## src/rtl/cfgmem_i2c_pkg.sv

```systemverilog
package cfgmem_i2c_pkg;

  typedef enum logic [3:0] {
    ST_IDLE,
    ST_DEV,
    ST_DEV_ACK,
    ST_REG,
    ST_REG_ACK,
    ST_WR,
    ST_WR_ACK,
    ST_RD,
    ST_RD_ACK
  } bus_state_e;

  // Pointer step: 8-bit modular increment (FFh -> 00h).
  function automatic logic [7:0] ptr_next(input logic [7:0] p);
    return 8'(p + 8'd1);
  endfunction

endpackage

```

## src/rtl/i2c_line_sync.sv

```systemverilog
module i2c_line_sync #(
  parameter int STAGES = 2
) (
  input  logic clk,
  input  logic rst_n,
  input  logic scl_i,
  input  logic sda_i,
  output logic scl_s,
  output logic sda_s,
  output logic scl_rise,
  output logic scl_fall,
  output logic start_det,
  output logic stop_det
);
  logic [STAGES-1:0] scl_ff;
  logic [STAGES-1:0] sda_ff;
  logic              scl_d;
  logic              sda_d;

  always_ff @(posedge clk or negedge rst_n) begin
    if (!rst_n) begin
      scl_ff <= '1;
      sda_ff <= '1;
      scl_d  <= 1'b1;
      sda_d  <= 1'b1;
    end else begin
      scl_ff <= {scl_ff[STAGES-2:0], scl_i};
      sda_ff <= {sda_ff[STAGES-2:0], sda_i};
      scl_d  <= scl_ff[STAGES-1];
      sda_d  <= sda_ff[STAGES-1];
    end
  end

  assign scl_s     = scl_ff[STAGES-1];
  assign sda_s     = sda_ff[STAGES-1];
  assign scl_rise  = scl_s & ~scl_d;
  assign scl_fall  = ~scl_s & scl_d;
  assign start_det = scl_s & scl_d & sda_d & ~sda_s;
  assign stop_det  = scl_s & scl_d & ~sda_d & sda_s;

endmodule

```

## src/rtl/cfg_i2c_engine.sv

```systemverilog
module cfg_i2c_engine
  import cfgmem_i2c_pkg::*;
(
  input  logic       clk,
  input  logic       rst_n,
  input  logic [6:0] dev_addr,
  input  logic       sda_s,
  input  logic       scl_rise,
  input  logic       scl_fall,
  input  logic       start_det,
  input  logic       stop_det,
  input  logic [7:0] rd_data,
  output logic       sda_oe,
  output logic       wr_en,
  output logic [7:0] wr_data,
  output logic [7:0] ptr,
  output logic       rd_load,
  output logic       addr_miss
);
  bus_state_e state;
  logic [2:0] bitcnt;
  logic       byte_full;
  logic [7:0] shreg;
  logic [7:0] tx;
  logic       rw;
  logic       m_ack;

  logic addr_hit;
  logic fall_byte;

  assign addr_hit  = (shreg[7:1] == dev_addr);
  assign fall_byte = scl_fall & byte_full;
  assign wr_en     = (state == ST_WR) & fall_byte;
  assign wr_data   = shreg;
  assign addr_miss = (state == ST_DEV) & fall_byte & ~addr_hit;
  assign rd_load   = scl_fall & (((state == ST_DEV_ACK) & rw) |
                                 ((state == ST_RD_ACK) & m_ack));

  always_ff @(posedge clk or negedge rst_n) begin
    if (!rst_n) begin
      state     <= ST_IDLE;
      bitcnt    <= '0;
      byte_full <= 1'b0;
      shreg     <= '0;
      tx        <= '0;
      ptr       <= '0;
      sda_oe    <= 1'b0;
      rw        <= 1'b0;
      m_ack     <= 1'b0;
    end else if (start_det) begin
      state     <= ST_DEV;
      bitcnt    <= '0;
      byte_full <= 1'b0;
      sda_oe    <= 1'b0;
    end else if (stop_det) begin
      state     <= ST_IDLE;
      byte_full <= 1'b0;
      sda_oe    <= 1'b0;
    end else begin
      if (scl_rise) begin
        case (state)
          ST_DEV, ST_REG, ST_WR: begin
            shreg  <= {shreg[6:0], sda_s};
            bitcnt <= 3'(bitcnt + 3'd1);
            if (bitcnt == 3'd7) byte_full <= 1'b1;
          end
          ST_RD: begin
            bitcnt <= 3'(bitcnt + 3'd1);
            if (bitcnt == 3'd7) byte_full <= 1'b1;
          end
          ST_RD_ACK: m_ack <= ~sda_s;
          default: ;
        endcase
      end
      if (rd_load) begin
        tx     <= rd_data;
        sda_oe <= ~rd_data[7];
        ptr    <= ptr_next(ptr);
        bitcnt <= '0;
        state  <= ST_RD;
      end else if (scl_fall) begin
        case (state)
          ST_DEV: if (byte_full) begin
            byte_full <= 1'b0;
            if (addr_hit) begin
              sda_oe <= 1'b1;
              rw     <= shreg[0];
              state  <= ST_DEV_ACK;
            end else begin
              state <= ST_IDLE;
            end
          end
          ST_DEV_ACK: begin
            sda_oe <= 1'b0;
            bitcnt <= '0;
            state  <= ST_REG;
          end
          ST_REG: if (byte_full) begin
            byte_full <= 1'b0;
            ptr       <= shreg;
            sda_oe    <= 1'b1;
            state     <= ST_REG_ACK;
          end
          ST_WR: if (byte_full) begin
            byte_full <= 1'b0;
            ptr       <= ptr_next(ptr);
            sda_oe    <= 1'b1;
            state     <= ST_WR_ACK;
          end
          ST_REG_ACK, ST_WR_ACK: begin
            sda_oe <= 1'b0;
            bitcnt <= '0;
            state  <= ST_WR;
          end
          ST_RD: if (byte_full) begin
            byte_full <= 1'b0;
            sda_oe    <= 1'b0;
            state     <= ST_RD_ACK;
          end else begin
            tx     <= {tx[6:0], 1'b0};
            sda_oe <= ~tx[6];
          end
          ST_RD_ACK: state <= ST_IDLE;
          default: ;
        endcase
      end
    end
  end

endmodule

```

## src/rtl/cfg_reg_bank.sv

```systemverilog
module cfg_reg_bank #(
  parameter logic [7:0] FREQ_BASE  = 8'h10,
  parameter int         FREQ_BYTES = 24,
  parameter logic [7:0] SEL_ADDR   = 8'h40,
  parameter logic [1:0] SEL_RST    = 2'b00
) (
  input  logic       clk,
  input  logic       rst_n,
  input  logic       wr_en,
  input  logic [7:0] wr_addr,
  input  logic [7:0] wr_data,
  input  logic [7:0] rd_addr,
  output logic [7:0] rd_data,
  output logic [1:0] word_sel
);
  localparam int         SW    = $clog2(FREQ_BYTES);
  localparam logic [8:0] LIMIT = 9'(FREQ_BASE) + 9'(FREQ_BYTES);

  function automatic logic in_freq(input logic [7:0] a);
    return ({1'b0, a} >= 9'(FREQ_BASE)) && ({1'b0, a} < LIMIT);
  endfunction

  function automatic logic [SW-1:0] slot_of(input logic [7:0] a);
    return SW'(a - FREQ_BASE);
  endfunction

  logic [7:0] bytes_q [FREQ_BYTES];
  logic [1:0] sel_q;

  for (genvar g = 0; g < FREQ_BYTES; g++) begin : g_byte
    localparam logic [7:0] MY_ADDR = 8'(FREQ_BASE + g);
    logic [7:0] q;
    always_ff @(posedge clk or negedge rst_n) begin
      if (!rst_n)                          q <= '0;
      else if (wr_en && wr_addr == MY_ADDR) q <= wr_data;
    end
    assign bytes_q[g] = q;
  end

  always_ff @(posedge clk or negedge rst_n) begin
    if (!rst_n)                            sel_q <= SEL_RST;
    else if (wr_en && wr_addr == SEL_ADDR) sel_q <= wr_data[1:0];
  end

  always_comb begin
    rd_data = 8'h00;
    if (in_freq(rd_addr))          rd_data = bytes_q[slot_of(rd_addr)];
    else if (rd_addr == SEL_ADDR)  rd_data = {6'b0, sel_q};
  end

  assign word_sel = sel_q;

endmodule

```

## src/rtl/cfgmem_i2c_target.sv

```systemverilog
module cfgmem_i2c_target #(
  parameter logic [7:0] FREQ_BASE   = 8'h10,
  parameter int         FREQ_BYTES  = 24,
  parameter logic [7:0] SEL_ADDR    = 8'h40,
  parameter logic [1:0] SEL_RST     = 2'b00,
  parameter int         SYNC_STAGES = 2
) (
  input  logic       clk,
  input  logic       rst_n,
  input  logic [6:0] dev_addr,
  input  logic       scl_i,
  input  logic       sda_i,
  output logic       sda_oe,
  output logic [1:0] word_sel
);
  logic       scl_s, sda_s, scl_rise, scl_fall, start_det, stop_det;
  logic       wr_en, rd_load, addr_miss;
  logic [7:0] wr_data, ptr, rd_data;

  i2c_line_sync #(.STAGES(SYNC_STAGES)) u_sync (
    .clk(clk), .rst_n(rst_n), .scl_i(scl_i), .sda_i(sda_i),
    .scl_s(scl_s), .sda_s(sda_s), .scl_rise(scl_rise), .scl_fall(scl_fall),
    .start_det(start_det), .stop_det(stop_det)
  );

  cfg_i2c_engine u_eng (
    .clk(clk), .rst_n(rst_n), .dev_addr(dev_addr), .sda_s(sda_s),
    .scl_rise(scl_rise), .scl_fall(scl_fall), .start_det(start_det),
    .stop_det(stop_det), .rd_data(rd_data), .sda_oe(sda_oe), .wr_en(wr_en),
    .wr_data(wr_data), .ptr(ptr), .rd_load(rd_load), .addr_miss(addr_miss)
  );

  cfg_reg_bank #(
    .FREQ_BASE(FREQ_BASE), .FREQ_BYTES(FREQ_BYTES),
    .SEL_ADDR(SEL_ADDR), .SEL_RST(SEL_RST)
  ) u_bank (
    .clk(clk), .rst_n(rst_n), .wr_en(wr_en), .wr_addr(ptr), .wr_data(wr_data),
    .rd_addr(ptr), .rd_data(rd_data), .word_sel(word_sel)
  );

endmodule

```

## config.mk

```make
export PLATFORM = sky130hd
export DESIGN_NAME = cfgmem_i2c_target
export DESIGN_NICKNAME = d
export VERILOG_FILES = /design/src/rtl/cfgmem_i2c_pkg.sv /design/src/rtl/i2c_line_sync.sv /design/src/rtl/cfg_i2c_engine.sv /design/src/rtl/cfg_reg_bank.sv /design/src/rtl/cfgmem_i2c_target.sv
export SDC_FILE = /design/constraint.sdc
export NUM_CORES = 1
export LEC_CHECK = 0
export BUFFER_PORTS_ARGS = -buffer_cell sky130_fd_sc_hd__buf_2
export CAP_MARGIN = 20
export CORE_MARGIN = 2
export CORE_UTILIZATION = 35
export CTS_CLUSTER_DIAMETER = 150
export DETAILED_ROUTE_END_ITERATION = 12
export PLACE_DENSITY_LB_ADDON = 0.12
export SLEW_MARGIN = 20
export SYNTH_ARGS = -nofsm -noshare
export SYNTH_HDL_FRONTEND = slang
export SYNTH_SLANG_ARGS = --single-unit
```

## constraint.sdc

```tcl
create_clock -name clk -period 2.5 [get_ports clk]
set_input_delay 0.25 -clock clk [delete_from_list [all_inputs] [get_ports clk]]
set_output_delay 0.25 -clock clk [all_outputs]
set_load 0.005 [all_outputs]
```

==> flow_metrics.tcl <==
set metrics [dict create \
    hold_viol 0 \
    netlist_top_cells_count "dfrtp_1 (228), mux2_2 (194), mux4_2 (45), clkbuf_1 (40), nand2_1 (28)" \
    ff2ff_setup_slack_ns 0.15 \
    synth_edf_count 0 \
    dpl.hpwl_mm 19.2 \
    cp_slowest_cell "dfrtp_1" \
    rsz0062_at_grt "no" \
    path_clk_slew_ns 0.06 \
    postRouteWirelength_mm 29.4 \
    power_density_nw_per_um2 729 \
    io_buffers 13 \
    layout-drive-gt1-share 0.457 \
    n_antenna_cell 0 \
    clockRootBuffer "clkbuf_16" \
    first_iter_violations 432 \
    first_pass_iters 5 \
    ant_nets 0 \
    fin_nets 830 \
    slew_headroom 0.520 \
    grt_antenna_before_repair 0 \
    drc 0 \
    setup_viol 0 \
    grt_overflow 0 \
    tightest_slew_ns 0.719 \
    avgSynthCellArea_um2 14.4 \
    ys_ff_latch 234 \
    htree_levels 1 \
    fp.dieH_um 183 \
    clk_latency_ns 0.55 \
    fmax_mhz 426 \
    fin_crit_sh 0.940 \
    vias 6830 \
    total_power_uw 9410 \
    slew_viol_final 0 \
    critPathMaxStageDelay_ns 0.47 \
    fin_skew_ns 0.0250 \
    p_leak_uw 0.00612 \
    ios 14 \
    die_area_um2 33400 \
    start_util 0.355 \
    ys_seq_area_frac 0.524 \
    rows 65 \
    synth_top_area_cell "dfrtp_1" \
    hold-worst-slack_ns 0.322 \
    syn_to_final_growth_pct 15.2 \
    grt_pass1_vias 7176 \
    synth_nets 793 \
    worst_setup_path_start_kind "register" \
    cts_tree "yes" \
    cp.required_ns 2.93 \
    avgViaCountPerCell 5.53 \
    final_cell_count_no_fill 1236 \
    cts.sinks 234 \
    grt_max_degree 85 \
    yosys-top-cells-area "dfrtp_1 (51%), mux2_2 (20%), mux4_2 (9.1%)" \
    period_needed_ns 2.35 \
    maxCapViolCount 0 \
    placed_cells 1182 \
    gp_congestion 0.831 \
    fp.dieW_um 183 \
    status "finished, final reports clean" \
    max-vdd-ir-drop_mv 0.465 \
    coreArea_um2 31600 \
    synth_cell_types 67 \
    crit_fanout 8 \
    cp-end-kind "register" \
    cts_buffers 28 \
    synth_most_common_cell "dfrtp_1" \
    netlist_instances 776 \
    max-clock-path-buffers 3 \
    grt_pass1_wl_mm 45.2 \
    wl_per_cell_um 23.8 \
    async_reset_ff_frac 1.00 \
    netlist.area_leader.share 0.509 \
    fin_tns_setup_ns 0 \
    ys_warn_count 0 \
    path_class "register to register" \
    cp.arrival_ns 2.78 \
    synth_ff_type "dfrtp_1" \
    hold_path.class "primary input to asynchronous set/reset pin" \
    syn-cell-area_um2 11200 \
    crit_path_cell_trace "nor4bb_1 -> buf_4 -> nand4_1 -> nor2_2 -> nand2_2 -> mux2_1" \
    grtUsageTotal 0.180 \
]
==> routing by layer <==
| layer | part of all wire | up-vias | track usage |
|---|---|---|---|
| met4 | 0.027 | 0 | 0.0499 |
| met3 | 0.033 | 49 | 0.0218 |
| met1 | 0.45 | 3655 | 0.249 |
| li1 | - | 2984 | - |
| met5 | 0 | - | 0 |
| met2 | 0.49 | 142 | 0.302 |
==> final timing paths <==
kind,endpoint,start,cells after the start
worst max register to register,u_bank.g_byte[23].q[6]$_DFFE_PN0P_,u_eng.state[0]$_DFFE_PN0P_,6
max in group asynchronous,u_sync.scl_ff[1]$_DFF_PN1_,rst_n,3
worst max-delay path,u_bank.g_byte[23].q[6]$_DFFE_PN0P_,u_eng.state[0]$_DFFE_PN0P_,6
worst min-delay path,u_bank.g_byte[16].q[2]$_DFFE_PN0P_,rst_n,2
min in group clk,u_sync.sda_ff[0]$_DFF_PN1_,sda_i,2
worst min register to register,u_sync.scl_ff[1]$_DFF_PN1_,u_sync.scl_ff[0]$_DFF_PN1_,0
==> layout by cell type (no fill, tap or decap), types with 5 or more instances in the layout <==
| cell | n |
|---|---|
| clkbuf_1 | 7 |
| mux4_1 | 8 |
| mux4_2 | 45 |
| a31oi_1 | 6 |
| ha_1 | 6 |
| clkbuf_16 | 29 |
| nand3_1 | 7 |
| buf_2 | 12 |
| nand2_1 | 27 |
| xor2_1 | 9 |
| mux2i_1 | 16 |
| inv_1 | 7 |
| dfstp_2 | 6 |
| clkbuf_8 | 6 |
| dfrtp_1 | 226 |
| a21oi_1 | 11 |
| o211ai_1 | 6 |
| nor2_1 | 15 |
| clkinv_2 | 5 |
| nor3_1 | 9 |
| mux2_1 | 12 |
| mux2_2 | 194 |
| o21ai_0 | 13 |
| nand2_2 | 17 |
| buf_4 | 45 |
==> report_power, final <==
group          internal [uW]  total, uW  switching, uW
Combinational            426       1290            868
Sequential              3900       4050            145
Clock                   2500       4060           1560
==> sequential cells by signal (all words and copies together) (netlist names), 2 cells and up <==
signal and count:
u_bank.g_byte.q 192, u_bank.word_sel 2, u_eng.bitcnt 3, u_eng.ptr 8, u_eng.state 4, u_eng.tx 7, u_eng.wr_data 8, u_sync.scl_ff 2
u_sync.sda_ff 2
==> kinds of logic (layout without fill, tap and decap cells) <==
| kind of cell | Yosys count | after routing | synth area share |
|---|---|---|---|
| buffers and inverters | 68 | 126 | 0.0287 |
| adder cells (fa/ha/maj) | 6 | 6 | 0.00670 |
| AO/OA/AOI/OAI | 68 | 68 | 0.0426 |
| XOR/XNOR | 10 | 10 | 0.00782 |
| multiplexers | 275 | 275 | 0.331 |
| flip-flops | 234 | 234 | 0.524 |
| AND/OR/NAND/NOR | 115 | 115 | 0.0599 |
==> layout make-up <==
cell class              instances  area, um2
clock buffers                  42        835
inverters                      10       37.5
flip-flops and latches        234       5870
repair buffers                 65        523
multi-input cells             474       5030
clock inverters                 9        101
fillers                      2925      18700
well taps                     402        503
==> worst max-delay path, delay by kind of cell, from the launching register on <==
kind                   cells  cell delay (ns)
flip-flops                 1             0.47
AND/OR/NAND/NOR            4             1.14
buffers and inverters      1             0.23
multiplexers               1             0.37
==> through the flow <==
| step | cell area (um2) | util | setup slack [ns] |
|---|---|---|---|
| final | 12900 | 0.409 | 0.151 |
| after global routing | 12900 | 0.409 | 0.00472 |
| after CTS | 12900 | 0.409 | 0.0270 |
| after detailed placement | 11900 | 0.378 | 0.0588 |
| after global placement | 11900 | 0.378 | 0.117 |
| after floorplan | 11200 | - | 0.243 |
==> timing repair <==
item,4_1_cts,5_1_grt
setup endpoints to repair,0,8
hold buffers,3,0
setup buffers,0,0
gates resized for setup,0,1
endpoints found under the hold margin,81,0
Power figures use the tool's default switching activity.
